## config.mk

```make
export PLATFORM = sky130hd
export DESIGN_NAME = ustor_alloc
export DESIGN_NICKNAME = d
export VERILOG_FILES = /design/src/rtl/ustor_pkg.sv /design/src/rtl/ustor_footprint.sv /design/src/rtl/ustor_layout.sv /design/src/rtl/ustor_alloc.sv
export SDC_FILE = /design/constraint.sdc
export NUM_CORES = 1
export LEC_CHECK = 0
export CORE_ASPECT_RATIO = 0.6
export CORE_MARGIN = 2
export CORE_UTILIZATION = 38
export CTS_CLUSTER_SIZE = 12
export DETAILED_ROUTE_END_ITERATION = 16
export GPL_ROUTABILITY_DRIVEN = 0
export PLACE_DENSITY = 0.58
export SLEW_MARGIN = 20
export SYNTH_ARGS = -nofsm -noshare
export SYNTH_HDL_FRONTEND = slang
export SYNTH_SLANG_ARGS = --single-unit
```

## constraint.sdc

```tcl
create_clock -name clk -period 13.25 [get_ports clk]
set_input_delay 2.65 -clock clk [delete_from_list [all_inputs] [get_ports clk]]
set_output_delay 2.65 -clock clk [all_outputs]
set_load 0.01 [all_outputs]
```

## src/rtl/ustor_pkg.sv

```systemverilog
package ustor_pkg;

    // Width of the internal footprint arithmetic; covers 1024 threads x 64K bytes.
    localparam int unsigned CALC_W = 32;

    typedef logic [CALC_W-1:0] calc_t;

    // Round x up to the next multiple of 2**shift.
    function automatic calc_t ceil_to_stripe(input calc_t x, input int unsigned shift);
        calc_t mask;
        mask = (calc_t'(1) << shift) - calc_t'(1);
        return (x + mask) & ~mask;
    endfunction

endpackage

```

## src/rtl/ustor_footprint.sv

```systemverilog
module ustor_footprint
    import ustor_pkg::*;
#(
    parameter int unsigned RPT_W      = 8,
    parameter int unsigned SPB_W      = 16,
    parameter int unsigned THR_W      = 11,
    parameter int unsigned REG_BYTES  = 4,
    parameter int unsigned GRAN_SHIFT = 12,
    parameter int unsigned POOL_BYTES = 393216
) (
    input  logic [THR_W-1:0] threads_i,
    input  logic [RPT_W-1:0] rpt_i,
    input  logic [SPB_W-1:0] spb_i,
    output calc_t            reg_region_o,
    output calc_t            spad_region_o,
    output logic             fits_o
);

    calc_t reg_raw;
    calc_t spad_raw;

    always_comb begin
        reg_raw       = calc_t'(threads_i) * calc_t'(rpt_i) * calc_t'(REG_BYTES);
        spad_raw      = calc_t'(threads_i) * calc_t'(spb_i);
        reg_region_o  = ceil_to_stripe(reg_raw, GRAN_SHIFT);
        spad_region_o = ceil_to_stripe(spad_raw, GRAN_SHIFT);
        fits_o        = (reg_region_o + spad_region_o) <= calc_t'(POOL_BYTES);
    end

endmodule

```

## src/rtl/ustor_layout.sv

```systemverilog
module ustor_layout #(
    parameter int unsigned SZ_W       = 19,
    parameter int unsigned POOL_BYTES = 393216
) (
    input  logic [SZ_W-1:0] reg_sz_i,
    input  logic [SZ_W-1:0] spad_sz_i,
    output logic [SZ_W-1:0] spad_base_o,
    output logic [SZ_W-1:0] cache_base_o,
    output logic [SZ_W-1:0] cache_sz_o
);

    localparam logic [SZ_W-1:0] POOL_SZ = SZ_W'(POOL_BYTES);

    always_comb begin
        spad_base_o  = reg_sz_i;
        cache_base_o = reg_sz_i + spad_sz_i;
        cache_sz_o   = POOL_SZ - cache_base_o;
    end

endmodule

```

## src/rtl/ustor_alloc.sv

```systemverilog
module ustor_alloc
    import ustor_pkg::*;
#(
    parameter int unsigned POOL_BYTES     = 393216,
    parameter int unsigned NUM_BANKS      = 32,
    parameter int unsigned BANK_ROW_BYTES = 128,
    parameter int unsigned REG_BYTES      = 4,
    parameter int unsigned MAX_THREADS    = 1024,
    parameter int unsigned THREAD_STEP    = 256,
    parameter int unsigned NUM_CAND       = 4,
    parameter int unsigned RPT_W          = 8,
    parameter int unsigned SPB_W          = 16,
    localparam int unsigned THR_W         = $clog2(MAX_THREADS + 1),
    localparam int unsigned SZ_W          = $clog2(POOL_BYTES + 1)
) (
    input  logic             clk,
    input  logic             rst_n,
    input  logic             start_i,
    input  logic [RPT_W-1:0] regs_per_thread_i,
    input  logic [SPB_W-1:0] spad_per_thread_i,
    output logic             done_o,
    output logic             err_o,
    output logic [THR_W-1:0] threads_o,
    output logic [SZ_W-1:0]  reg_bytes_o,
    output logic [SZ_W-1:0]  spad_bytes_o,
    output logic [SZ_W-1:0]  cache_bytes_o,
    output logic [SZ_W-1:0]  spad_base_o,
    output logic [SZ_W-1:0]  cache_base_o
);

    localparam int unsigned GRAN_BYTES = NUM_BANKS * BANK_ROW_BYTES;
    localparam int unsigned GRAN_SHIFT = $clog2(GRAN_BYTES);
    localparam int unsigned IDX_W      = (NUM_CAND > 1) ? $clog2(NUM_CAND) : 1;
    localparam logic [IDX_W-1:0] LAST_IDX = IDX_W'(NUM_CAND - 1);

    typedef struct packed {
        logic             busy;
        logic [IDX_W-1:0] idx;
        logic [RPT_W-1:0] rpt;
        logic [SPB_W-1:0] spb;
        logic             done;
        logic             err;
        logic [THR_W-1:0] threads;
        logic [SZ_W-1:0]  reg_sz;
        logic [SZ_W-1:0]  spad_sz;
        logic [SZ_W-1:0]  cache_sz;
        logic [SZ_W-1:0]  spad_base;
        logic [SZ_W-1:0]  cache_base;
    } state_t;

    state_t st_d;
    state_t st_q;

    // Candidate thread counts, largest first.
    logic [THR_W-1:0] cand_tbl [NUM_CAND];
    for (genvar g = 0; g < NUM_CAND; g++) begin : g_cand
        assign cand_tbl[g] = THR_W'(MAX_THREADS - g * THREAD_STEP);
    end

    logic             launch;
    logic [IDX_W-1:0] eval_idx;
    logic [RPT_W-1:0] eval_rpt;
    logic [SPB_W-1:0] eval_spb;
    logic [THR_W-1:0] eval_threads;
    calc_t            reg_region;
    calc_t            spad_region;
    logic             fits;
    logic [SZ_W-1:0]  lay_spad_base;
    logic [SZ_W-1:0]  lay_cache_base;
    logic [SZ_W-1:0]  lay_cache_sz;
    logic             busy_q;

    assign launch       = start_i && !st_q.busy;
    assign eval_idx     = st_q.busy ? st_q.idx : '0;
    assign eval_rpt     = st_q.busy ? st_q.rpt : regs_per_thread_i;
    assign eval_spb     = st_q.busy ? st_q.spb : spad_per_thread_i;
    assign eval_threads = cand_tbl[eval_idx];
    assign busy_q       = st_q.busy;

    ustor_footprint #(
        .RPT_W      (RPT_W),
        .SPB_W      (SPB_W),
        .THR_W      (THR_W),
        .REG_BYTES  (REG_BYTES),
        .GRAN_SHIFT (GRAN_SHIFT),
        .POOL_BYTES (POOL_BYTES)
    ) u_footprint (
        .threads_i     (eval_threads),
        .rpt_i         (eval_rpt),
        .spb_i         (eval_spb),
        .reg_region_o  (reg_region),
        .spad_region_o (spad_region),
        .fits_o        (fits)
    );

    ustor_layout #(
        .SZ_W       (SZ_W),
        .POOL_BYTES (POOL_BYTES)
    ) u_layout (
        .reg_sz_i     (reg_region[SZ_W-1:0]),
        .spad_sz_i    (spad_region[SZ_W-1:0]),
        .spad_base_o  (lay_spad_base),
        .cache_base_o (lay_cache_base),
        .cache_sz_o   (lay_cache_sz)
    );

    always_comb begin
        st_d      = st_q;
        st_d.done = 1'b0;
        if (launch) begin
            st_d.rpt = regs_per_thread_i;
            st_d.spb = spad_per_thread_i;
        end
        if (launch || st_q.busy) begin
            if (fits) begin
                st_d.busy       = 1'b0;
                st_d.done       = 1'b1;
                st_d.err        = 1'b0;
                st_d.threads    = eval_threads;
                st_d.reg_sz     = reg_region[SZ_W-1:0];
                st_d.spad_sz    = spad_region[SZ_W-1:0];
                st_d.cache_sz   = lay_cache_sz;
                st_d.spad_base  = lay_spad_base;
                st_d.cache_base = lay_cache_base;
            end else if (eval_idx == LAST_IDX) begin
                st_d.busy       = 1'b0;
                st_d.done       = 1'b1;
                st_d.err        = 1'b1;
                st_d.threads    = '0;
                st_d.reg_sz     = '0;
                st_d.spad_sz    = '0;
                st_d.cache_sz   = '0;
                st_d.spad_base  = '0;
                st_d.cache_base = '0;
            end else begin
                st_d.busy = 1'b1;
                st_d.idx  = eval_idx + IDX_W'(1);
            end
        end
    end

    always_ff @(posedge clk) begin
        if (!rst_n) begin
            st_q <= '0;
        end else begin
            st_q <= st_d;
        end
    end

    assign done_o        = st_q.done;
    assign err_o         = st_q.err;
    assign threads_o     = st_q.threads;
    assign reg_bytes_o   = st_q.reg_sz;
    assign spad_bytes_o  = st_q.spad_sz;
    assign cache_bytes_o = st_q.cache_sz;
    assign spad_base_o   = st_q.spad_base;
    assign cache_base_o  = st_q.cache_base;

endmodule

```

After elaboration in Yosys (flattened, before gate mapping)
Cells that the tools add are included.
{"block": "word_totals", "reg_bits": 135, "in_bits": 27, "output_inout_bits": 108, "wordCells": 43}
{"block": "classes", "addsub": 6, "mul": 2, "order_cmp": 2, "eq_ne": 1, "n_mux": 10, "bitwise_logic": 3, "reduce_logical": 7}
{"operator": "$mux 108", "n": 2}
{"operator": "$add 32x32->32", "n": 1}
{"operator": "$le 32x19->1 const B", "n": 1}
{"operator": "$add 27x12->28 const B", "n": 1}
{"operator": "$mul 11x16->27", "n": 1}
{"operator": "$add 21x12->22 const B", "n": 1}
{"operator": "$bmux 11 s2", "n": 1}
{"operator": "$mux 11", "n": 2}
{"operator": "$add 19x19->19", "n": 1}
{"operator": "$mul 11x8->19", "n": 1}
{"operator": "$sub 19x19->19 const A", "n": 1}
{"operator": "$mux 16", "n": 1}
{"operator": "$mux 8", "n": 1}
{"operator": "$reduce_and 2->1", "n": 2}
{"operator": "$ge 3x3->1 const B", "n": 1}
{"operator": "$not 2->3", "n": 1}
{"operator": "$reduce_and 3->1", "n": 1}
{"operator": "$add 2x1->2 const B", "n": 1}
{"operator": "$eq 2x2->1 const B", "n": 1}
{"operator": "$mux 1", "n": 2}
{"operator": "$mux 2", "n": 1}
{"operator": "$not 1->1", "n": 2}
{"operator": "$reduce_bool 2->1", "n": 1}
{"operator": "$logic_and 1x1->1", "n": 1}
{"operator": "other kinds (2)", "n": 2}

Longest topological paths before layout
Gate-level depths: netlist (run 1).
{"block": "logic_depth", "depth_word": 11, "depth_mapped": 33, "depth_no_buf": 28}

Hierarchy
Synthesis (run 1) repeated with hierarchy kept, for this count alone.
{"block": "unflattened", "cells_unflattened": 1844, "hier_area_um2": 16330.7}
{"module": "ustor_footprint", "n_inst": 1, "cells_per_inst": 1131, "area_each_um2": 9596.7, "seq_area_each_um2": 0.0}
{"module": "ustor_alloc", "n_inst": 1, "cells_per_inst": 496, "area_each_um2": 5139.9, "seq_area_each_um2": 2542.4}
{"module": "ustor_layout", "n_inst": 1, "cells_per_inst": 217, "area_each_um2": 1594.0, "seq_area_each_um2": 0.0}

Least setup slack after synthesis (run 1)
OpenSTA, ideal clock, no wires.
{"block": "synth_path", "path_type": "input to register", "startpoint": "input port spad_per_thread_i[2]", "endpoint": "register st_q, in the netlist cache_base_o[15]", "setup_ns": 0.070, "t_arrival_ns": 8.144, "required_time_ns": 13.180, "setup_slack_ns": 5.035, "path_stages": 26, "path_buffers": 2, "cell_sequence": "mux2_2 nand2_1 fa_1 inv_1 ha_1 ha_1 ha_1 ha_1 ha_1 fa_1 a21o_1 a221o_1 a21o_1 a21oi_1 xnor2_1 ha_1 a21oi_1 and2_1 nor4_1 o221ai_1 a2111oi_2 and4_1 buf_4 buf_4 nand3_1 a21oi_1"}
{"block": "synth_via", "elab_chain_cells": 7, "word_cells_on_any_way": 9, "classes_between": "add/sub (3); mul (1); order compare (1); mux (2); reduce/logical (2)"}
{"item": "start: declaration", "line": "ustor_alloc.sv:20", "rtl": "input logic [SPB_W-1:0] spad_per_thread_i,"}
{"item": "$mux 16 (*)", "line": "ustor_alloc.sv:76", "rtl": "assign eval_spb = st_q.busy ? st_q.spb : spad_per_thread_i;"}
{"item": "$mul 11x16->27 (*)", "line": "ustor_footprint.sv:24", "rtl": "spad_raw = calc_t'(threads_i) * calc_t'(spb_i);"}
{"item": "$add 27x12->28 (*)", "line": "ustor_pkg.sv:12", "rtl": "return (x + mask) & ~mask;"}
{"item": "$add 32x32->32", "line": "ustor_footprint.sv:27", "rtl": "fits_o = (reg_region_o + spad_region_o) <= calc_t'(POOL_BYTES);"}
{"item": "$le 32x19->1", "line": "ustor_footprint.sv:27"}
{"item": "$reduce_bool 2->1 (no line)"}
{"item": "$reduce_and 2->1 (no line)"}
{"item": "end signal: assignment", "line": "ustor_alloc.sv:146", "rtl": "st_q <= st_d;"}
{"item": "end: declaration", "line": "ustor_alloc.sv:52", "rtl": "state_t st_q;"}
Mark *: on every way between the ends. The rest lies on a longest branch, timed or not.
A chain may end at the register's enable or synchronous reset.

Worst setup path in the final report (run 1)
{"block": "layout_path", "startpoint": "input port spad_per_thread_i[2]", "endpoint": "register st_q[132] in the netlist's numbering"}
{"block": "layout_via", "elab_chain_cells": 7}
{"item": "$mux 16", "line": "ustor_alloc.sv:76"}
{"item": "$mul 11x16->27", "line": "ustor_footprint.sv:24"}
{"item": "$add 27x12->28", "line": "ustor_pkg.sv:12"}
{"item": "$add 32x32->32", "line": "ustor_footprint.sv:27"}
{"item": "$le 32x19->1", "line": "ustor_footprint.sv:27"}
{"item": "$not 1->1 (no line)"}
{"item": "$reduce_and 3->1 (no line)"}
Every way passes these cells.

==> impl_metrics.env, run 1 <==
export IMPL_grt_max_degree=55
export IMPL_synth_ff_type="dfxtp_1"
export IMPL_cts_buffer_depth=2
export IMPL_synth_edf_count=0
export IMPL_hold_viol=0
export IMPL_maxSlewViolCount=0
export IMPL_drt_iter0_markers=417
export IMPL_max_freq_mhz=110.4
export IMPL_required_ns=13.48
export IMPL_grt_pass1_wl_mm=26.75
export IMPL_synth_area_per_cell_um2=8.107
export IMPL_portBuffers=66
export IMPL_cts_root_buf="clkbuf_16"
export IMPL_async_flop_share_pct=0
export IMPL_htree_levels=3
export IMPL_core_region_area_mm2=0.01807
export IMPL_num_io_pins=135
export IMPL_ir_worst_vdd_v=0.00006022
export IMPL_holdBufCountCts=0
export IMPL_p_int_w=0.0005280
export IMPL_layout_drive_gt1_share_pct=5.046
export IMPL_cp_end_kind="register"
export IMPL_rows=38
export IMPL_ys_seq_area_share_pct=16.88
export IMPL_ff2ff_path_depth=28
export IMPL_antenna_found_initial=0
export IMPL_layout_commonest_cell="ha_1"
export IMPL_route_vias_total=5485
export IMPL_final_cell_mix="ha_1, nand2_1, a21oi_1, conb_1, clkdlybuf4s50_1"
export IMPL_combPwrFrac_pct=49.5
export IMPL_syn_cell_area_mm2=0.006997
export IMPL_ys_types=53
export IMPL_dieArea_mm2=0.01955
export IMPL_synthCells=863
export IMPL_maxCapViolations=0
export IMPL_cts_made_buffers=9
export IMPL_clkTransAtPathRegs_ns=0.05
export IMPL_hold_depth=2
export IMPL_p_sw_share_pct=41.91
export IMPL_nets=1039
export IMPL_seqPwrFrac_pct=21.6
export IMPL_final_area_mm2=0.007626
export IMPL_hpwl_mm=12.17
export IMPL_grt_pass1_vias=4935
export IMPL_viasPerCell=4.933
export IMPL_fin_worst_skew_ns=0.008266
export IMPL_relSlewSlack_pct=32.41
export IMPL_hold_class="register to register"
export IMPL_power_density_mw_per_mm2=119.2
export IMPL_fin_setup_tns_ns=0
export IMPL_cts_tree="done"
export IMPL_drc=0
export IMPL_clockPowerShare_pct=28.9
export IMPL_setup_viol=0
export IMPL_rsz0062_at_grt="false"
export IMPL_switching_power_w=0.0003810
export IMPL_grt_total_usage_pct=17.58
export IMPL_min_period_ns=9.060
export IMPL_syn_to_final_growth_pct=8.995
export IMPL_status="finished clean"
export IMPL_p_leak_nw=3.633
export IMPL_dpl_worst_slack_ns=3.857
export IMPL_crit_fanout=34
export IMPL_ant_nets=0
export IMPL_routedWlPerCell_um=14.71
export IMPL_cts_resized=0
export IMPL_totalWireLength_mm=16.36
export IMPL_place_area_mm2=0.007297
export IMPL_die_y_um=109.1
export IMPL_synth_warnings=0
export IMPL_clock_latency_ns=0.34
export IMPL_crit_type="input port to register"
export IMPL_grt_overflow_total=0
export IMPL_first_pass_iters=4
export IMPL_n_antenna_cell=0
export IMPL_cp_start_kind="input port"
export IMPL_die_w_um=179.2
export IMPL_crit_arrival_ns=9.29
export IMPL_cts_setup_buffers=0
export IMPL_initial_core_util_pct=38.73
export IMPL_tightest_slew_ns=1.012
export IMPL_fin_crit_sh_pct=68.38
export IMPL_layout_setup_ws_ns=4.190
export IMPL_cts_sinks=59
export IMPL_total_power_w=0.0009090
export IMPL_synth_seq_cells=59
-- final timing paths --
kind / start / end / slack, ns
min: st_q[133] / st_q[133] / 0.47
max reg2reg: busy_q / st_q[132] / 5.25
min reg2reg: st_q[133] / st_q[133] / 0.47
max: spad_per_thread_i[2] / st_q[132] / 4.19
-- kinds of logic after synthesis --
group	after synthesis	share of synthesized area [%]
AND/OR/NAND/NOR	232	15.93
buffers and inverters	196	16.47
AO/OA/AOI/OAI	172	14.16
adder cells (fa/ha/maj)	145	28.50
flip-flops	59	16.88
XOR/XNOR	31	3.881
multiplexers	27	4.113
other	1	0.05360
-- metal layers --
layer  part of all wire, %  global-route usage, %
met5                     0                      0
met4                  0.61                  2.765
met3                   4.8                  3.243
met2                    38                  22.83
met1                    57                  29.13
-- worst max-delay path: stages --
cell and delay, ns:
clkdlybuf4s50_1 0.52, mux2_2 0.18, nand2_1 0.07, fa_1 0.58, inv_1 0.04, ha_1 0.28
ha_1 0.30, ha_1 0.29, ha_1 0.29, ha_1 0.23, fa_1 0.41, a21o_1 0.22
a221o_1 0.37, a21o_1 0.20, a21oi_1 0.16, xnor2_1 0.08, ha_1 0.37, a21oi_1 0.30
nor2_1 0.07, nor3_1 0.18, o221ai_1 0.17, a2111oi_2 0.43, and4_1 0.24, buf_4 0.34
nor3_1 0.10, o21a_1 0.18
-- state kept, by name, summed over array words and instances, names as in the netlist --
signal         cells
st_q              26
reg_bytes_o        7
cache_base_o       6
spad_bytes_o       7
threads_o          3
done_o             1
err_o              1
cache_bytes_o      7
busy_q             1
-- cell usage after synthesis (all sizes together) (2+ instances only) --
cell	instances	area share, %
o21ai	44	3.1
dfxtp	59	17
and4	4	0.50
a2111oi	2	0.43
fa	24	6.9
nand4	8	0.72
ha	121	22
nand2	104	5.6
xnor2	20	2.5
and3	13	1.2
a21o	9	0.97
nand2b	12	1.1
inv	50	2.7
o21bai	3	0.32
a21oi	88	6.3
or2	2	0.18
a41oi	2	0.25
a211oi	4	0.43
mux2i	13	1.9
xor2	11	1.4
a32oi	2	0.25
nor3	5	0.36
mux2	14	2.3
nor2	16	0.86
nand3	34	2.4
o211ai	2	0.21
buf	112	12
nor4	2	0.18
and2	7	0.63
o21a	5	0.54
clkbuf	34	1.9
nor2b	22	2.0
-- power by group through the flow --
stage | registers, W | clock network [W] | logic (W)
after floorplan | 0.000196 | 0 | 0.000355
after global placement | 0.000200 | 0 | 0.000449
after detailed placement | 0.000200 | 0 | 0.000442
after CTS | 0.000196 | 0.000268 | 0.000448
after global routing | 0.000198 | 0.000274 | 0.000513
final | 0.000197 | 0.000263 | 0.000450
-- cell type report --
class | instances | area [µm²]
fillers | 1840 | 10440
clock buffers | 9 | 225.2
flip-flops and latches | 59 | 1181
repair buffers | 72 | 705.7
clock inverters | 7 | 101.3
well taps | 240 | 300.3
inverters | 50 | 187.7
multi-input cells | 675 | 4925
-- metrics by stage --
stage / hold slack (ns) / std cells / utilization (%)
final: 0.4698 / 1112 / 42.21
after global routing: 0.4872 / 1112 / 42.21
after CTS: 0.4672 / 1112 / 42.20
after detailed placement: 0.4595 / 1096 / 40.39
after global placement: 0.4580 / 1096 / 40.39
after floorplan: 0.4362 / 930 / -
No activity file was read; power rests on OpenSTA's default activity.
==> run 2, diff against run 1 <==
==> constraint.sdc (replaced) <==
create_clock -name clk -period 9.2 [get_ports clk]
set_input_delay 1.84 -clock clk [delete_from_list [all_inputs] [get_ports clk]]
set_output_delay 1.84 -clock clk [all_outputs]
set_load 0.01 [all_outputs]
==> impl_metrics.env, run 2 (same netlist as run 1, synthesis figures left out) <==
export IMPL_cts_buffer_depth=2
export IMPL_seqPwrFrac_pct=22.4
export IMPL_clockPowerShare_pct=25.8
export IMPL_relSlewSlack_pct=29.29
export IMPL_max_freq_mhz=120.0
export IMPL_layout_setup_ws_ns=0.8646
export IMPL_viasPerCell=4.963
export IMPL_crit_type="input port to register"
export IMPL_ff2ff_path_depth=27
export IMPL_core_region_area_mm2=0.01807
export IMPL_clkTransAtPathRegs_ns=0.06
export IMPL_die_y_um=109.1
export IMPL_hold_depth=2
export IMPL_largest_register="st_q"
export IMPL_drc=0
export IMPL_cts_sinks=59
export IMPL_first_pass_iters=5
export IMPL_crit_fanout=34
export IMPL_hold_class="register to register"
export IMPL_cts_root_buf="clkbuf_16"
export IMPL_layout_commonest_cell="ha_1"
export IMPL_setup_viol=0
export IMPL_holdBufCountCts=0
export IMPL_cts_setup_buffers=0
export IMPL_grt_pass1_wl_mm=27.70
export IMPL_fin_crit_sh_pct=90.60
export IMPL_maxSlewViolCount=0
export IMPL_grt_overflow_total=0
export IMPL_nets=1040
export IMPL_grt_total_usage_pct=18.03
export IMPL_timing_hold_ws_ns=0.4581
export IMPL_p_int_w=0.0007123
export IMPL_crit_arrival_ns=8.59
export IMPL_cts_tree="done"
export IMPL_route_vias_total=5524
export IMPL_rsz0062_at_grt="false"
export IMPL_hold_viol=0
export IMPL_layout_drive_gt1_share_pct=5.155
export IMPL_tightest_slew_ns=1.059
export IMPL_totalWireLength_mm=16.74
export IMPL_power_density_mw_per_mm2=166.3
export IMPL_min_period_ns=8.335
export IMPL_cp_start_kind="input port"
export IMPL_routedWlPerCell_um=15.04
export IMPL_portBuffers=66
export IMPL_maxCapViolations=0
export IMPL_final_cell_mix="ha_1, nand2_1, a21oi_1, conb_1, clkdlybuf4s50_1"
export IMPL_grt_max_degree=55
export IMPL_syn_to_final_growth_pct=8.441
export IMPL_p_sw_share_pct=43.55
export IMPL_grt_pass1_vias=5277
export IMPL_drt_iter0_markers=357
export IMPL_cp_end_kind="register"
export IMPL_cts_made_buffers=9
export IMPL_rows=38
export IMPL_fin_setup_tns_ns=0
export IMPL_hpwl_mm=12.48
export IMPL_switching_power_w=0.0005495
export IMPL_clock_latency_ns=0.34
export IMPL_dieArea_mm2=0.01955
export IMPL_p_leak_nw=3.616
export IMPL_dpl_worst_slack_ns=0.5726
export IMPL_largest_reg_flops=26
export IMPL_htree_levels=3
export IMPL_antenna_found_initial=0
export IMPL_ant_nets=0
export IMPL_n_antenna_cell=0
export IMPL_status="finished clean"
export IMPL_cts_resized=0
export IMPL_fin_worst_skew_ns=0.01367
export IMPL_die_w_um=179.2
export IMPL_num_io_pins=135
export IMPL_required_ns=9.46
export IMPL_ir_worst_vdd_v=0.0001017
export IMPL_initial_core_util_pct=38.73
export IMPL_combPwrFrac_pct=51.8
==> run 2: cell types whose count changed in the layout (fill, tap and decap cells not counted) <==
cell	previous run	this run
bufinv_16	2	0
clkinv_2	0	2
buf_4	6	7
clkbuf_8	0	1
clkinv_4	2	1
clkinvlp_4	2	3
inv_6	1	0
==> run 2: power groups by stage <==
stage / clock network (W) / logic (W) / registers, W
finish: 0.000325 / 0.000653 / 0.000283
global route: 0.000342 / 0.000745 / 0.000285
CTS: 0.000332 / 0.000650 / 0.000283
detailed placement: 0 / 0.000645 / 0.000288
global placement: 0 / 0.000653 / 0.000289
floorplan: 0 / 0.000512 / 0.000283
==> run 2: layer usage <==
| layer | share of wire (%) | track usage, % | vias to the layer above |
|---|---|---|---|
| met5 | 0 | 0 | - |
| met2 | 38 | 24.64 | 148 |
| li1 | - | - | 2792 |
| met4 | 0.77 | 2.823 | 0 |
| met1 | 55 | 28.57 | 2572 |
| met3 | 6.4 | 3.940 | 12 |
==> run 2: final cells by class <==
| type | count | area (µm²) |
|---|---|---|
| flip-flops and latches | 59 | 1181 |
| clock inverters | 6 | 41.29 |
| multi-input cells | 675 | 4925 |
| repair buffers | 73 | 713.2 |
| well taps | 240 | 300.3 |
| inverters | 50 | 187.7 |
| clock buffers | 10 | 239.0 |
| fillers | 1876 | 10480 |
==> run 2: worst paths after layout <==
path / startpoint / to / slack [ns]
setup / recovery: spad_per_thread_i[2] / cache_bytes_o[14] / 0.86
hold reg to reg: st_q[133] / st_q[133] / 0.46
setup reg to reg: st_q[132] / cache_bytes_o[14] / 1.31
hold / removal: st_q[133] / st_q[133] / 0.46
==> run 2: per-stage QoR <==
step / power (W) / area (µm²) / std cells / util, %
after floorplan: 0.0007949 / 7248 / 930 / -
after global placement: 0.0009412 / 7305 / 1097 / 40.43
after detailed placement: 0.0009329 / 7305 / 1097 / 40.43
after CTS: 0.001265 / 7585 / 1113 / 41.98
after global routing: 0.001371 / 7587 / 1113 / 41.99
final: 0.001262 / 7587 / 1113 / 41.99
==> run 2: critical path: stages <==
cell	delay (ns)
clkdlybuf4s50_1	0.51
mux2_2	0.18
nand2_1	0.07
fa_1	0.58
inv_1	0.04
ha_1	0.28
ha_1	0.29
ha_1	0.30
ha_1	0.30
ha_1	0.22
fa_1	0.41
a21o_1	0.23
a221o_1	0.37
a21o_1	0.20
a21oi_1	0.18
xnor2_1	0.09
ha_1	0.38
a21oi_1	0.14
and2_1	0.19
nor4_1	0.17
o221ai_1	0.18
a2111oi_2	0.50
and4_1	0.26
buf_4	0.33
nand4_1	0.14
a21oi_1	0.17
==> run 3, diff against run 2 <==
--- a/config.mk
+++ b/config.mk
@@ -8,9 +8,11 @@
 export CORE_ASPECT_RATIO = 0.6
 export CORE_MARGIN = 2
 export CORE_UTILIZATION = 38
-export CTS_CLUSTER_SIZE = 12
+export CTS_CLUSTER_DIAMETER = 150
+export CTS_CLUSTER_SIZE = 20
 export DETAILED_ROUTE_END_ITERATION = 16
 export GPL_ROUTABILITY_DRIVEN = 0
+export MAX_ROUTING_LAYER = met4
 export PLACE_DENSITY = 0.58
 export SLEW_MARGIN = 20
 export SYNTH_ARGS = -nofsm -noshare
==> impl_metrics.env, run 3 (same netlist as run 1, synthesis figures left out) <==
export IMPL_fin_setup_tns_ns=0
export IMPL_crit_arrival_ns=8.55
export IMPL_drt_iter0_markers=349
export IMPL_dp_cells=1097
export IMPL_cts_buffer_depth=2
export IMPL_grt_pass1_wl_mm=27.73
export IMPL_syn_to_final_growth_pct=8.441
export IMPL_initial_core_util_pct=38.73
export IMPL_crit_type="input port to register"
export IMPL_ir_worst_vdd_v=0.0001017
export IMPL_hold_class="register to register"
export IMPL_cp_end_kind="register"
export IMPL_grt_pass1_vias=5267
export IMPL_crit_fanout=34
export IMPL_largest_reg_flops=26
export IMPL_die_w_um=179.2
export IMPL_power_density_mw_per_mm2=166.4
export IMPL_required_ns=9.44
export IMPL_layout_drive_gt1_share_pct=5.155
export IMPL_clkTransAtPathRegs_ns=0.05
export IMPL_cts_resized=0
export IMPL_tightest_slew_ns=1.070
export IMPL_cp_start_kind="input port"
export IMPL_fin_worst_skew_ns=0.01405
export IMPL_portBuffers=66
export IMPL_fin_crit_sh_pct=90.28
export IMPL_hpwl_mm=12.48
export IMPL_fin_cells=1113
export IMPL_status="finished clean"
export IMPL_nets=1040
export IMPL_final_cell_mix="ha_1, nand2_1, a21oi_1, conb_1, clkdlybuf4s50_1"
export IMPL_max_freq_mhz=120.4
export IMPL_n_antenna_cell=0
export IMPL_relSlewSlack_pct=28.59
export IMPL_layout_commonest_cell="ha_1"
export IMPL_cts_sinks=59
export IMPL_rows=38
export IMPL_clock_latency_ns=0.34
export IMPL_ant_nets=0
export IMPL_final_area_mm2=0.007587
export IMPL_dieArea_mm2=0.01955
export IMPL_grt_max_degree=55
export IMPL_rsz0062_at_grt="false"
export IMPL_totalWireLength_mm=16.77
export IMPL_grt_total_usage_pct=18.58
export IMPL_core_region_area_mm2=0.01807
export IMPL_grt_overflow_total=0
export IMPL_antenna_found_initial=0
export IMPL_cts_made_buffers=9
export IMPL_cts_setup_buffers=0
export IMPL_regArea_mm2=0.001181
export IMPL_setup_viol=0
export IMPL_num_io_pins=135
export IMPL_die_y_um=109.1
export IMPL_maxSlewViolCount=0
export IMPL_multi_input_area_mm2=0.004925
export IMPL_n_fill_cell=1876
export IMPL_drc=0
export IMPL_place_area_mm2=0.007305
export IMPL_hold_viol=0
export IMPL_cts_tree="done"
export IMPL_viasPerCell=4.967
export IMPL_holdBufCountCts=0
export IMPL_route_vias_total=5528
export IMPL_cts_root_buf="clkbuf_16"
export IMPL_p_leak_nw=3.616
export IMPL_routedWlPerCell_um=15.07
export IMPL_min_period_ns=8.305
export IMPL_largest_register="st_q"
export IMPL_htree_levels=3
export IMPL_maxCapViolations=0
export IMPL_first_pass_iters=5
## run 3: routing by layer
metal  track usage (%)  part of all wire, %
met1             28.74                   55
met2             24.59                   37
met3             3.766                  6.3
met4             2.823                 0.82
met5                 -                    0
## run 3: path summary, 6_finish.rpt
check | start | to | slack (ns) | cells past startpoint
worst max register to register | st_q[132] | reg_bytes_o[18] | 1.35 | 27
worst min register to register | st_q[133] | st_q[133] | 0.46 | 2
worst min-delay path | st_q[133] | st_q[133] | 0.46 | 2
worst max-delay path | spad_per_thread_i[2] | reg_bytes_o[18] | 0.89 | 26
## run 3: final cells by class
class                      count  area share [%]
multi-input combinational    675           64.91
sequential                    59           15.57
timing repair buffer          73           9.400
tap                          240           3.958
clock buffer                  10           3.150
inverter                      50           2.474
clock inverter                 6          0.5442
## run 3: metrics by stage
step | power [W] | hold WS (ns) | setup WS [ns] | utilization (%)
finish | 0.001262 | 0.4593 | 0.8946 | 41.99
CTS | 0.001265 | 0.4625 | 0.9184 | 41.98
detailed placement | 0.0009329 | 0.4553 | 0.5726 | 40.43
global route | 0.001371 | 0.4891 | 0.4876 | 41.99
floorplan | 0.0007949 | 0.4362 | 1.795 | -
global placement | 0.0009412 | 0.4574 | 0.6781 | 40.43
## run 3: power breakdown
group / internal, W / switching (W) / leakage (nW)
combinational: 0.000252 / 0.000402 / 3.01
sequential: 0.000271 / 0.0000122 / 0.480
clock: 0.000189 / 0.000136 / 0.130
total: 0.000712 / 0.000550 / 3.62
## run 3: critical path: stages
cell and delay [ns]:
clkdlybuf4s50_1 0.51, mux2_2 0.18, nand2_1 0.07, fa_1 0.58, inv_1 0.04, ha_1 0.28
ha_1 0.29, ha_1 0.30, ha_1 0.30, ha_1 0.23, fa_1 0.41, a21o_1 0.23
a221o_1 0.37, a21o_1 0.20, a21oi_1 0.18, xnor2_1 0.09, ha_1 0.38, a21oi_1 0.14
and2_1 0.19, nor4_1 0.18, o221ai_1 0.18, a2111oi_2 0.47, and4_1 0.25, buf_4 0.34
nand3_1 0.12, a21oi_1 0.17
